### src/rtl/clkout_pkg.sv
package clkout_pkg;
   typedef enum logic [1:0] {
      ST_RUN  = 2'd0,
      ST_TAIL = 2'd1,
      ST_IDLE = 2'd2,
      ST_SLOW = 2'd3
   } clk_state_e;
endpackage

### src/rtl/clkout_sync.sv
module clkout_sync #(
   parameter int STAGES = 2
) (
   input  logic clk,
   input  logic rst_n,
   input  logic d,
   output logic q
);
   logic [STAGES-1:0] chain;

   generate
      for (genvar i = 0; i < STAGES; i++) begin : g_stage
         if (i == 0) begin : g_first
            always_ff @(posedge clk or negedge rst_n) begin
               if (!rst_n) chain[0] <= 1'b0;
               else        chain[0] <= d;
            end
         end else begin : g_next
            always_ff @(posedge clk or negedge rst_n) begin
               if (!rst_n) chain[i] <= 1'b0;
               else        chain[i] <= chain[i-1];
            end
         end
      end
   endgenerate

   assign q = chain[STAGES-1];
endmodule

### src/rtl/clkout_div.sv
module clkout_div #(
   parameter int DIV_W   = 3,
   parameter int DEF_SEL = 4
) (
   input  logic             clk,
   input  logic             rst_n,
   input  logic             en,
   input  logic             hold_low,
   input  logic [DIV_W-1:0] sel,
   output logic             q,
   output logic             rise_slot
);
   logic [DIV_W-1:0] cnt;
   logic [DIV_W-1:0] lat;
   logic             tick;

   assign tick      = en && (cnt == lat);
   assign rise_slot = tick && !q;

   always_ff @(posedge clk or negedge rst_n) begin
      if (!rst_n) begin
         cnt <= '0;
         q   <= 1'b0;
         lat <= DIV_W'(DEF_SEL);
      end else if (!en) begin
         cnt <= '0;
         q   <= 1'b0;
         lat <= sel;
      end else if (tick) begin
         cnt <= '0;
         if (q) begin
            q   <= 1'b0;
            lat <= sel;
         end else if (!hold_low) begin
            q <= 1'b1;
         end
      end else begin
         cnt <= cnt + 1'b1;
      end
   end

   // the phase counter never runs past the latched half period
   p_cnt_in_range_r2: assert property (@(posedge clk) disable iff (!rst_n)
      en |-> (cnt <= lat));

   // the ratio cannot move while the output is high
   p_lat_steady_r3: assert property (@(posedge clk) disable iff (!rst_n)
      (en && $past(en) && q) |-> $stable(lat));

   // a blocked rising slot leaves the output low
   p_hold_low_r4: assert property (@(posedge clk) disable iff (!rst_n)
      (rise_slot && hold_low) |=> !q);
endmodule

### src/rtl/clkout_ctrl.sv
module clkout_ctrl
   import clkout_pkg::*;
#(
   parameter int TAIL_W   = 8,
   parameter int TAIL_DEF = 128
) (
   input  logic              clk,
   input  logic              rst_n,
   input  logic              osc_en,
   input  logic              slow_req,
   input  logic              slow_s,
   input  logic              rise_slot,
   input  logic [TAIL_W-1:0] tail_len,
   output clk_state_e        state_o,
   output logic              hold_low
);
   clk_state_e        state;
   logic [TAIL_W-1:0] tail_cnt;
   logic [TAIL_W-1:0] target;

   assign target   = (tail_len == '0) ? TAIL_W'(TAIL_DEF) : tail_len;
   assign hold_low = (state == ST_TAIL) && !osc_en && (tail_cnt >= target);
   assign state_o  = state;

   always_ff @(posedge clk or negedge rst_n) begin
      if (!rst_n) begin
         state    <= ST_RUN;
         tail_cnt <= '0;
      end else begin
         unique case (state)
            ST_RUN: begin
               tail_cnt <= '0;
               if (!osc_en) state <= ST_TAIL;
            end
            ST_TAIL: begin
               if (osc_en) begin
                  state <= ST_RUN;
               end else if (rise_slot) begin
                  if (hold_low) state <= ST_IDLE;
                  else          tail_cnt <= tail_cnt + 1'b1;
               end
            end
            ST_IDLE: begin
               if (osc_en)                    state <= ST_RUN;
               else if (slow_req && !slow_s)  state <= ST_SLOW;
            end
            ST_SLOW: begin
               if ((osc_en || !slow_req) && !slow_s) state <= ST_IDLE;
            end
            default: state <= ST_RUN;
         endcase
      end
   end

   // a re-enable seen during the tail returns straight to running
   p_cancel_tail_r6: assert property (@(posedge clk) disable iff (!rst_n)
      (state == ST_TAIL && osc_en) |=> (state == ST_RUN));

   // the slow source is taken only while it is low
   p_slow_entry_r7: assert property (@(posedge clk) disable iff (!rst_n)
      $rose(state == ST_SLOW) |-> !$past(slow_s));

   // the slow source is released only while it is low
   p_slow_exit_r9: assert property (@(posedge clk) disable iff (!rst_n)
      $fell(state == ST_SLOW) |-> !$past(slow_s));
endmodule

### src/rtl/clkout_gen.sv
module clkout_gen
   import clkout_pkg::*;
#(
   parameter int DIV_W       = 3,
   parameter int DEF_SEL     = 4,
   parameter int TAIL_W      = 8,
   parameter int TAIL_DEF    = 128,
   parameter int SYNC_STAGES = 2,
   parameter bit USE_SLOW    = 1'b1
) (
   input  logic              ref_clk,
   input  logic              rst_n,
   input  logic              slow_clk,
   input  logic [DIV_W-1:0]  div_sel,
   input  logic              osc_en,
   input  logic              slow_en,
   input  logic [TAIL_W-1:0] tail_len,
   output logic              clk_out,
   output logic              keep_alive
);
   localparam int SEL_MAX  = (1 << DIV_W) - 1;
   localparam int TAIL_MAX = (1 << TAIL_W) - 1;

   generate
      if (DIV_W < 1 || DIV_W > 8) begin : g_bad_div
         $error("DIV_W must lie between 1 and 8");
      end
      if (DEF_SEL < 0 || DEF_SEL > SEL_MAX) begin : g_bad_def
         $error("DEF_SEL does not fit in DIV_W bits");
      end
      if (TAIL_DEF < 1 || TAIL_DEF > TAIL_MAX) begin : g_bad_tail
         $error("TAIL_DEF must be nonzero and fit in TAIL_W bits");
      end
      if (SYNC_STAGES < 2) begin : g_bad_sync
         $error("SYNC_STAGES must be at least 2");
      end
   endgenerate

   clk_state_e st;
   logic       div_q;
   logic       rise_slot;
   logic       hold_low;
   logic       slow_s;
   logic       slow_req;
   logic       div_en;

   generate
      if (USE_SLOW) begin : g_slow
         clkout_sync #(.STAGES(SYNC_STAGES)) u_sync (
            .clk   (ref_clk),
            .rst_n (rst_n),
            .d     (slow_clk),
            .q     (slow_s)
         );
         assign slow_req = slow_en;
      end else begin : g_noslow
         assign slow_s   = 1'b0;
         assign slow_req = 1'b0;
      end
   endgenerate

   assign div_en = (st == ST_RUN) || (st == ST_TAIL);

   clkout_div #(.DIV_W(DIV_W), .DEF_SEL(DEF_SEL)) u_div (
      .clk       (ref_clk),
      .rst_n     (rst_n),
      .en        (div_en),
      .hold_low  (hold_low),
      .sel       (div_sel),
      .q         (div_q),
      .rise_slot (rise_slot)
   );

   clkout_ctrl #(.TAIL_W(TAIL_W), .TAIL_DEF(TAIL_DEF)) u_ctrl (
      .clk       (ref_clk),
      .rst_n     (rst_n),
      .osc_en    (osc_en),
      .slow_req  (slow_req),
      .slow_s    (slow_s),
      .rise_slot (rise_slot),
      .tail_len  (tail_len),
      .state_o   (st),
      .hold_low  (hold_low)
   );

   always_comb begin
      if (div_en)             clk_out = div_q;
      else if (st == ST_SLOW) clk_out = slow_s;
      else                    clk_out = 1'b0;
   end

   assign keep_alive = div_en;

   // the crystal request drops only with the output low
   p_stop_low_r5: assert property (@(posedge ref_clk) disable iff (!rst_n)
      $fell(keep_alive) |-> (!clk_out && !$past(clk_out)));

   // the parked state drives nothing
   p_idle_quiet_r8: assert property (@(posedge ref_clk) disable iff (!rst_n)
      (st == ST_IDLE) |-> !clk_out);

   // switching in or out of the slow source happens on a low output
   p_switch_low_r7: assert property (@(posedge ref_clk) disable iff (!rst_n)
      ($rose(st == ST_SLOW) || $fell(st == ST_SLOW)) |-> !$past(clk_out));
endmodule

### config.mk
export PLATFORM = sky130hd
export DESIGN_NAME = clkout_gen
export DESIGN_NICKNAME = d
export VERILOG_FILES = /design/src/rtl/clkout_pkg.sv /design/src/rtl/clkout_sync.sv /design/src/rtl/clkout_div.sv /design/src/rtl/clkout_ctrl.sv /design/src/rtl/clkout_gen.sv
export SDC_FILE = /design/constraint.sdc
export NUM_CORES = 1
export LEC_CHECK = 0
export ABC_AREA = 1
export ABC_CLOCK_PERIOD_IN_PS = 2260
export BUFFER_PORTS_ARGS = -buffer_cell sky130_fd_sc_hd__buf_4
export CAP_MARGIN = 30
export CORE_MARGIN = 1
export CORE_UTILIZATION = 45
export CTS_CLUSTER_SIZE = 25
export DETAILED_ROUTE_END_ITERATION = 8
export PLACE_DENSITY = 0.7
export RECOVER_POWER = 50
export SLEW_MARGIN = 5
export SYNTH_ARGS = -nofsm -noshare
export SYNTH_HDL_FRONTEND = slang
export SYNTH_SLANG_ARGS = --single-unit
### constraint.sdc
create_clock -name ref_clk -period 2.26 [get_ports ref_clk]
set_input_delay 0.452 -clock ref_clk [delete_from_list [all_inputs] [get_ports ref_clk]]
set_output_delay 0.452 -clock ref_clk [all_outputs]
set_load 0.005 [all_outputs]
# == Word level (Yosys, flattened, before mapping) ==
# Cells that the tools add are included.
# word_totals
regBits,19
out_inout_bits,2
wordCells,66
# op_classes
addsub,2
magnitude_cmp,1
n_eq_ne,14
mux,24
n_reduce_logical,18
# op_table
op,count
$mux W8,4
$pmux W8 S2,1
$mux W3,5
$mux W2,7
$ne A2 B2 Y1 const B,6
$add A8 B1 Y8 const B,1
$ge A8 B8 Y1,1
$logic_not A8 Y1,1
$pmux W2 S4,1
$logic_and A1 B1 Y1,6
$mux W1,6
$ne A3 B2 Y1 const B,2
$reduce_and A5 Y1,1
$eq A2 B2 Y1 const B,2
$logic_not A1 Y1,4
$reduce_and A4 Y1,1
$add A3 B1 Y3 const B,1
$eq A3 B3 Y1,1
$ne A3 B3 Y1 const B,1
$eq A2 B1 Y1 const B,1
$logic_not A2 Y1,1
$logic_or A1 B1 Y1,2
$ne A2 B1 Y1 const B,1
$reduce_and A2 Y1,1
$reduce_bool A2 Y1,1

# == Logic depth before layout (Yosys ltp) ==
# Gate-level depths: netlist of run 1.
# logic_depth
ltp_word,8
ltp_mapped,13
mapped_depth_nobuf,13

# == Hierarchy ==
# From an unflattened synthesis of run 1, not the netlist that was laid out.
# hier_totals
hier_cells,166
hier_area_um2,1272.5
# by_module_without_submodules
module,n_inst,cells_each,area_each_um2,seq_area_each_um2
clkout_ctrl,1,118,853.3,250.2
clkout_div,1,42,350.3,176.4
clkout_sync,1,2,50.0,50.0
clkout_gen,1,4,18.8,0.0

# == Worst setup path after synthesis of run 1 ==
# OpenSTA, ideal clock, no wires.
# synth_timing
path_kind,input to register
startpoint,in tail_len[1]
endpoint,reg u_ctrl.tail_cnt[5]
arrival_ps,1733
setup_slack_ps,411
stages,10
n_path_buf,0
path_cell_list,nor4_1 -> a41oi_1 -> ha_1 -> a21oi_1 -> o21a_1 -> nand2_1 -> nand2_4 -> nand2_4 -> nand2_1 -> nand2_1
# synth_between
elab_chain_len,6
# synth_rtl
element,line,text
"start, declared",clkout_gen.sv:17,"input logic [TAIL_W-1:0] tail_len,"
$logic_not A8 Y1,clkout_ctrl.sv:21,assign target = (tail_len == '0) ? TAIL_W'(TAIL_DEF) : tail_len;
$mux W8 *,clkout_ctrl.sv:21,
$ge A8 B8 Y1 *,clkout_ctrl.sv:22,assign hold_low = (state == ST_TAIL) && !osc_en && (tail_cnt >= target);
$logic_and A1 B1 Y1 *,clkout_ctrl.sv:22,
$ne A2 B2 Y1 (no line) *,n/a,
$reduce_and A4 Y1 (no line) *,n/a,
"end signal, assigned",clkout_ctrl.sv:40,else tail_cnt <= tail_cnt + 1'b1;
"end, declared",clkout_ctrl.sv:18,logic [TAIL_W-1:0] tail_cnt;
# Every way passes the cells marked *; elsewhere a longest branch is shown, timed or not.
# A chain may end at the register's enable or synchronous reset.

# == Worst setup path after layout of run 1 ==
# layout_timing
startpoint,in tail_len[1]
endpoint,reg u_ctrl.tail_cnt[6]
# Same word-level chain as after synthesis.

==> metrics.txt, run 1 <==
Final Cycle Share=83.1%; clock latency on the worst-skew pair=about 0.30 ns; Core Box Area=0.00281 sq mm; gp weighted congestion=approximately 0.85; DP Cell Count=roughly 240; Hold Vio Cnt, Final=0; area grow syn2layout=13.6%; worst slew pin tran=1.03 ns; fin cells=245; startpoint types=input pin; Yosys Warn Count=0; Worst R2R Start=u_ctrl.tail_cnt[3]$_DFFE_PN0P_; Worst VDD drop=0.000505 V; H-tree depth=1; ratio of cells with drive above 1 in the final layout=15.0%; met1 wire length=1180 um; TritonCTS clock tree=built; root buf cell=clkbuf_4; wirelength, routed=2530 um; CP startpoint=tail_len[1]; Worst setup EP type=register; grt total ovfl=0; Max Cap Viol=0; DRC=4; WP data required=between 2 and 2.5 ns; I/O Pins=18; clk buf depth=2; failing checks=DRC; clock buffer count from CTS=3; worst min path class=input pin to register; Syn Std Cell Area=0.00135 sq mm; Sum Neg Setup Slack=0 ns; post-synthesis net count=220; fin. max-slew vios=0; drt first pass iters=7; sequential area share after synthesis=35.4%; post-CTS sizing=0; number of global-route vias before repair=1066; P_leak=0.856 nW; Horiz. Die Dim=56.7 um; area of the die=approximately 0.0032 sq mm; Port Buffer Count=17; Iteration-0 DRC Markers=44; RSZ-0062 raised after global routing=false; Initial Utilization=48.0%; Yosys cell types=23; WP data arrival=between 2 and 2.5 ns; mean cell area of the mapped netlist=slightly below 7 sq um; WL per Instance=around 10 um; hold buffer count at cts=0; status=finished with violations; fin nets=~240; P per Cell Area=938 mW/mm^2; area leader, netlist=dfrtp_1; Yosys reg bits=19; slew margin rel.=31.4%; initial antenna violation count=0; routed wire length on met3=95 um; # diodes=0; Mapped Cells=194; ranking of synthesized cells by area=dfrtp_1, nand2_1, ha_1; Via Count=roughly 1200; post-synth top area share=33.4%; minimum clock period after layout=between 1.5 and 2 ns; Layout Skew=0.0108 ns; HPWL after DPL=2030 um; row count=19; post-route ant nets=0; Setup Fix Bufs, Post-CTS=0; metal2 WL=1220 um; crit path kind=input pin to register; HP Start=slow_clk; max layer used=met4; via/cell ratio=5.00; CP max FO=10; Die Y=56.7 um; global-route usage over all layers=between 15 and 20%; Peak Freq=533 MHz; final setup violating endpoints=0; CTS Sinks=19; first-pass GRT wire length=roughly 4400 um; largest net degree at the start of global routing=20; Clk pin slew, worst setup/hold paths=around 0.12 ns
[report_power, final]
| group | switching [mW] | internal, mW | total [mW] |
|---|---|---|---|
| Clock | 0.111 | 0.0658 | 0.176 |
| Sequential | 0.112 | 0.439 | 0.551 |
| Combinational | 0.441 | 0.267 | 0.708 |
| Total | 0.663 | 0.772 | 1.44 |
[flip-flops by register name (all words and copies together) (netlist names)]
register and count:
u_div.lat 3, u_div.cnt 3, g_slow.u_sync.q 1, u_div.q 1, u_ctrl.state_o 2, u_ctrl.tail_cnt 8, g_slow.u_sync.chain 1
[area by class of cell]
cell class | count | area, sq um
clock buffer | 3 | 22.5
clock inverter | 1 | 5.00
fill | 281 | 1270
inverter | 30 | 113
multi-input combinational | 144 | 751
sequential | 19 | 477
tap | 31 | 38.8
timing repair buffer | 17 | 124
[kinds of logic after synthesis]
logic type               synth area share (%)
adder cells (fa/ha/maj)                  9.29
flip-flops                               35.4
XOR/XNOR                                 1.30
AND/OR/NAND/NOR                          38.0
buffers and inverters                    8.91
AO/OA/AOI/OAI                            7.15
[cells in the mapped netlist]
| library cell | number |
|---|---|
| nand3_2 | 1 |
| nand4_1 | 3 |
| inv_1 | 27 |
| nor4_1 | 1 |
| dfstp_2 | 1 |
| nand2_4 | 2 |
| xnor2_1 | 2 |
| nand2_1 | 66 |
| nor2_4 | 2 |
| nand2_2 | 2 |
| buf_4 | 1 |
| or2_1 | 1 |
| nor2_1 | 24 |
| nand3_4 | 1 |
| ha_1 | 10 |
| nand3b_1 | 1 |
| o21ai_0 | 9 |
| a41oi_1 | 1 |
| inv_2 | 3 |
| dfrtp_1 | 18 |
| a21oi_1 | 7 |
| nand3_1 | 10 |
| o21a_1 | 1 |
[worst paths after layout]
kind / to / slack (ns) / depth (start not counted)
max in group asynchronous: u_ctrl.tail_cnt[5]$_DFFE_PN0P_ / 1.34 / 1
max reg2reg: u_ctrl.tail_cnt[6]$_DFFE_PN0P_ / 0.61 / 11
min reg2reg: g_slow.u_sync.q$_DFF_PN0_ / 0.36 / 0
min: g_slow.u_sync.chain[0]$_DFF_PN0_ / 0.27 / 1
min in group asynchronous: u_div.cnt[2]$_DFF_PN0_ / 0.30 / 1
max: u_ctrl.tail_cnt[6]$_DFFE_PN0P_ / 0.38 / 11
[through the flow]
| step | hold slack [ns] | power, mW | area, sq um | util, % | worst slack, ns |
|---|---|---|---|---|---|
| after floorplan | 0.156 | 1.10 | 1350 | - | 0.411 |
| after global placement | 0.332 | 1.25 | 1510 | 53.7 | 0.145 |
| after detailed placement | 0.335 | 1.27 | 1510 | 53.7 | 0.0480 |
| after CTS | 0.00367 | 1.45 | 1530 | 54.7 | 0.354 |
| after global routing | 0.250 | 1.59 | 1530 | 54.5 | 0.252 |
| final | 0.270 | 1.44 | 1530 | 54.5 | 0.382 |
[layout by cell type, fill, tap and decap left out, drive strengths merged]
cell and instances:
o21a 1, buf 15, nand3 12, ha 10, xnor2 2, a21oi 7, or2 1, nor2 26
dfrtp 18, inv 30, nor4 1, nand2 70, nand4 3, nand3b 1, dfstp 1, o21ai 9
clkinv 1, clkbuf 5, a41oi 1
[worst max-delay path: stages]
cell and delay [ns]:
buf_4 0.11, nor4_1 0.29, a41oi_1 0.16, ha_1 0.32, a21oi_1 0.15, o21a_1 0.14
nand2_1 0.09, nand2_4 0.14, nand2_4 0.10, nand2_1 0.07, nand2_1 0.05
[metal layers]
metal  vias to the layer above  track usage (%)
met1                       542             22.7
met3                         6             3.23
li1                        652                -
met4                         0             6.79
met2                        24             28.2
met5                         -                0
(Power assumes the default switching activity.)
==> run 2: changes to the inputs <==
--- a/config.mk
+++ b/config.mk
@@ -6,14 +6,14 @@
 export NUM_CORES = 1
 export LEC_CHECK = 0
 export ABC_AREA = 1
-export ABC_CLOCK_PERIOD_IN_PS = 2260
+export ABC_CLOCK_PERIOD_IN_PS = 1500
 export BUFFER_PORTS_ARGS = -buffer_cell sky130_fd_sc_hd__buf_4
 export CAP_MARGIN = 30
 export CORE_MARGIN = 1
 export CORE_UTILIZATION = 45
 export CTS_CLUSTER_SIZE = 25
 export DETAILED_ROUTE_END_ITERATION = 8
-export PLACE_DENSITY = 0.7
+export PLACE_DENSITY = 0.72
 export RECOVER_POWER = 50
 export SLEW_MARGIN = 5
 export SYNTH_ARGS = -nofsm -noshare
==> constraint.sdc (replaced) <==
create_clock -name ref_clk -period 1.5 [get_ports ref_clk]
set_input_delay 0.3 -clock ref_clk [delete_from_list [all_inputs] [get_ports ref_clk]]
set_output_delay 0.3 -clock ref_clk [all_outputs]
set_load 0.005 [all_outputs]
==> run 2 against run 1 <==
  * Sequential cell count is the same
  * Critical endpoint is now u_ctrl.tail_cnt[5]$_DFFE_PN0P_
  * Core utilization is 5.7 points higher
  * Clock skew decreased by 0.0099 ns
  * Sequential power grew 46%
  * Highest routed layer unchanged
  * Wire length rose by 3.0%
  * Die area unchanged
  * Final area increased by 10%
  * The flow finishes with violations (DRC, setup timing)
  * Register-to-register slack lost 0.64 ns
  * Largest cell class unchanged
  * Combinational power up 72%
==> metrics.txt, run 2 (synthesis results as in run 1) <==
final setup violating endpoints=11 (was 0); worst slew pin tran=0.474 ns (was 1.03 ns); drt first pass iters=6 (was 7); Core Box Area=0.00281 sq mm (unchanged); RSZ-0062 raised after global routing=true (was false); Worst Hold Depth=1 (unchanged); area grow syn2layout=25.4% (was 13.6%); CTS Sinks=19 (unchanged); HP Start=slow_clk (unchanged); Int Pwr=1.25 mW (was 0.772 mW); area of the multi-input gates=797 sq um (was 751 sq um); Iteration-0 DRC Markers=31 (was 44); minimum clock period after layout=1.62 ns; Worst setup EP type=register (unchanged); worst min path class=input pin to register (unchanged); TritonCTS clock tree=built (unchanged); area of the die=0.00322 sq mm (unchanged); P per Cell Area=1350 mW/mm^2 (was 938 mW/mm^2); Worst R2R Start=u_ctrl.tail_cnt[3]$_DFFE_PN0P_ (unchanged); design area=0.00169 sq mm (was 0.00153 sq mm); RR Endpoint=u_ctrl.tail_cnt[5]$_DFFE_PN0P_ (was u_ctrl.tail_cnt[6]$_DFFE_PN0P_); post-place instance area=0.00160 sq mm (was 0.00151 sq mm); Sw Share=45.2% (was 46.2%); Worst R2R Setup Slack=-0.03 ns (was 0.61 ns); combinational fraction of design power=53.3% (was 49.3%); Peak Freq=618 MHz; Worst Hold Endpoint=g_slow.u_sync.chain[0]$_DFF_PN0_ (unchanged); P_leak=0.938 nW (was 0.856 nW); Via Count=1253 (was 1224); number of global-route vias before repair=1137 (was 1066); Hold Vio Cnt, Final=0 (unchanged); most frequent cells in the layout=nand2_1, inv_1, buf_4 (was nand2_1, inv_1, nor2_1); I/O Pins=18 (unchanged); Worst VDD drop=0.00106 V (was 0.000505 V); fill count=270 (was 281); crit path kind=input pin to register (unchanged); Final Cycle Share=108%; Clock Power Share=11.5% (was 12.3%); Port Buffer Count=17 (unchanged); row count=19 (unchanged); Util after Layout=60.3% (was 54.5%); FF-to-FF path depth=11 (unchanged); gp weighted congestion=0.842 (was 0.854); Layout Skew=0.000935 ns (was 0.0108 ns); WP data required=1.70 ns (was 2.45 ns); sw power=1.03 mW (was 0.663 mW); clock buffer count from CTS=3 (unchanged); clk buf depth=2 (unchanged); global-route usage over all layers=18.7% (was 17.3%); Register Area=478 sq um (was 477 sq um); WL per Instance=10.1 um (was 10.3 um); Seq pwr share=35.2% (was 38.4%); total power=2.29 mW (was 1.44 mW); ratio of cells with drive above 1 in the final layout=23.2% (was 15.0%); Final Worst Setup Slack=-0.119 ns (was 0.382 ns); Clk pin slew, worst setup/hold paths=0.11 ns (was 0.12 ns); Largest regs=u_ctrl.tail_cnt: 8 flops, u_div.cnt: 3 flops, u_div.lat: 3 flops (unchanged); commonest non-fill, non-tap cell in the layout=nand2_1 (unchanged); post-route ant nets=0 (unchanged); Max Cap Viol=0 (unchanged); pre-CTS WS=-0.506 ns (was 0.0480 ns); fin nets=255 (was 241); WP data arrival=1.82 ns (was 2.07 ns); startpoint types=input pin (unchanged); clock latency on the worst-skew pair=0.29 ns (was 0.30 ns); initial antenna violation count=0 (unchanged); final hold slack=0.122 ns (was 0.270 ns); CP max FO=8 (was 10); max FFs per register=8 (unchanged); largest net degree at the start of global routing=20 (unchanged); root buf cell=clkbuf_4 (unchanged); fin. max-slew vios=0 (unchanged); failing checks=DRC, setup timing (was DRC); wirelength, routed=2610 um (was 2530 um); Horiz. Die Dim=56.7 um (unchanged); Reg with most FFs=u_ctrl.tail_cnt (unchanged); H-tree depth=1 (unchanged); Die Y=56.7 um (unchanged); status=finished with violations (unchanged); slew margin rel.=68.4% (was 31.4%); Initial Utilization=48.0% (unchanged); first-pass GRT wire length=4670 um (was 4350 um); # diodes=0 (unchanged); HPWL after DPL=2070 um (was 2030 um); grt total ovfl=0 (unchanged); via/cell ratio=4.84 (was 5.00); DRC=2 (was 4)
-- run 2: cell types whose count changed in the layout (fill, tap and decap cells not counted), sizes merged --
| cell | previous run | this run |
|---|---|---|
| buf | 15 | 27 |
| dlygate4sd3 | 0 | 1 |
| nand2 | 70 | 71 |
-- run 2: metal layers --
layer  global-route usage (%)  part of all wire [%]
met5                        0                     0
met1                     23.0                    47
met3                     3.23                   2.6
met4                     6.79                   1.4
met2                     32.5                    49
-- run 2: worst max-delay path by stage --
stage	start	to	slack [ns]
2_1_floorplan	tail_len[1]	u_ctrl.tail_cnt[5]$_DFFE_PN0P_	-0.17
3_3_place_gp	tail_len[1]	u_ctrl.tail_cnt[6]$_DFFE_PN0P_	-0.40
3_5_place_dp	tail_len[1]	u_ctrl.tail_cnt[6]$_DFFE_PN0P_	-0.51
4_1_cts	tail_len[1]	u_ctrl.tail_cnt[6]$_DFFE_PN0P_	-0.14
5_1_grt	tail_len[1]	u_ctrl.state_o[0]$_DFFE_PN0P_	-0.20
6_report	tail_len[1]	u_ctrl.tail_cnt[5]$_DFFE_PN0P_	-0.12
-- run 2: timing repair --
action | CTS | global route
hold buffers | 1 | 0
endpoints found under the setup margin | 12 | 15
setup buffers | 1 | 0
resized for setup | 6 | 4
endpoints found under the hold margin | 18 | 0
gates cloned | 1 | 0
pin swaps | 8 | 3
-- run 2: area by class of cell --
| cell class | count | share of cell area, % |
|---|---|---|
| clock buffers | 3 | 1.33 |
| clock inverters | 1 | 0.296 |
| inverters | 30 | 6.66 |
| multi-input cells | 145 | 47.2 |
| flip-flops and latches | 19 | 28.3 |
| well taps | 31 | 2.29 |
| repair buffers | 30 | 14.0 |
-- run 2: per-stage QoR --
stage	TNS (ns)	instances
finish	-1.16	259
CTS	-1.37	259
detailed placement	-5.25	252
global route	-2.03	259
floorplan	-1.69	194
global placement	-4.08	252
-- run 2: power groups by stage --
stage | Combinational (mW) | Sequential [mW] | Clock (mW)
4_1_cts | 1.20 | 0.796 | 0.269
3_5_place_dp | 1.15 | 0.825 | 0
6_report | 1.22 | 0.806 | 0.262
5_1_grt | 1.42 | 0.829 | 0.292
3_3_place_gp | 1.13 | 0.815 | 0
2_1_floorplan | 0.878 | 0.773 | 0
-- run 2: worst max-delay path, stage by stage --
cell and delay [ns]:
buf_8 0.10, nor4_4 0.27, a41oi_2 0.14, ha_1 0.34, a21oi_2 0.13, o21a_1 0.14, nand2_2 0.09, nand2_4 0.10
nand2_4 0.08, nand2_1 0.08, nand2_1 0.04
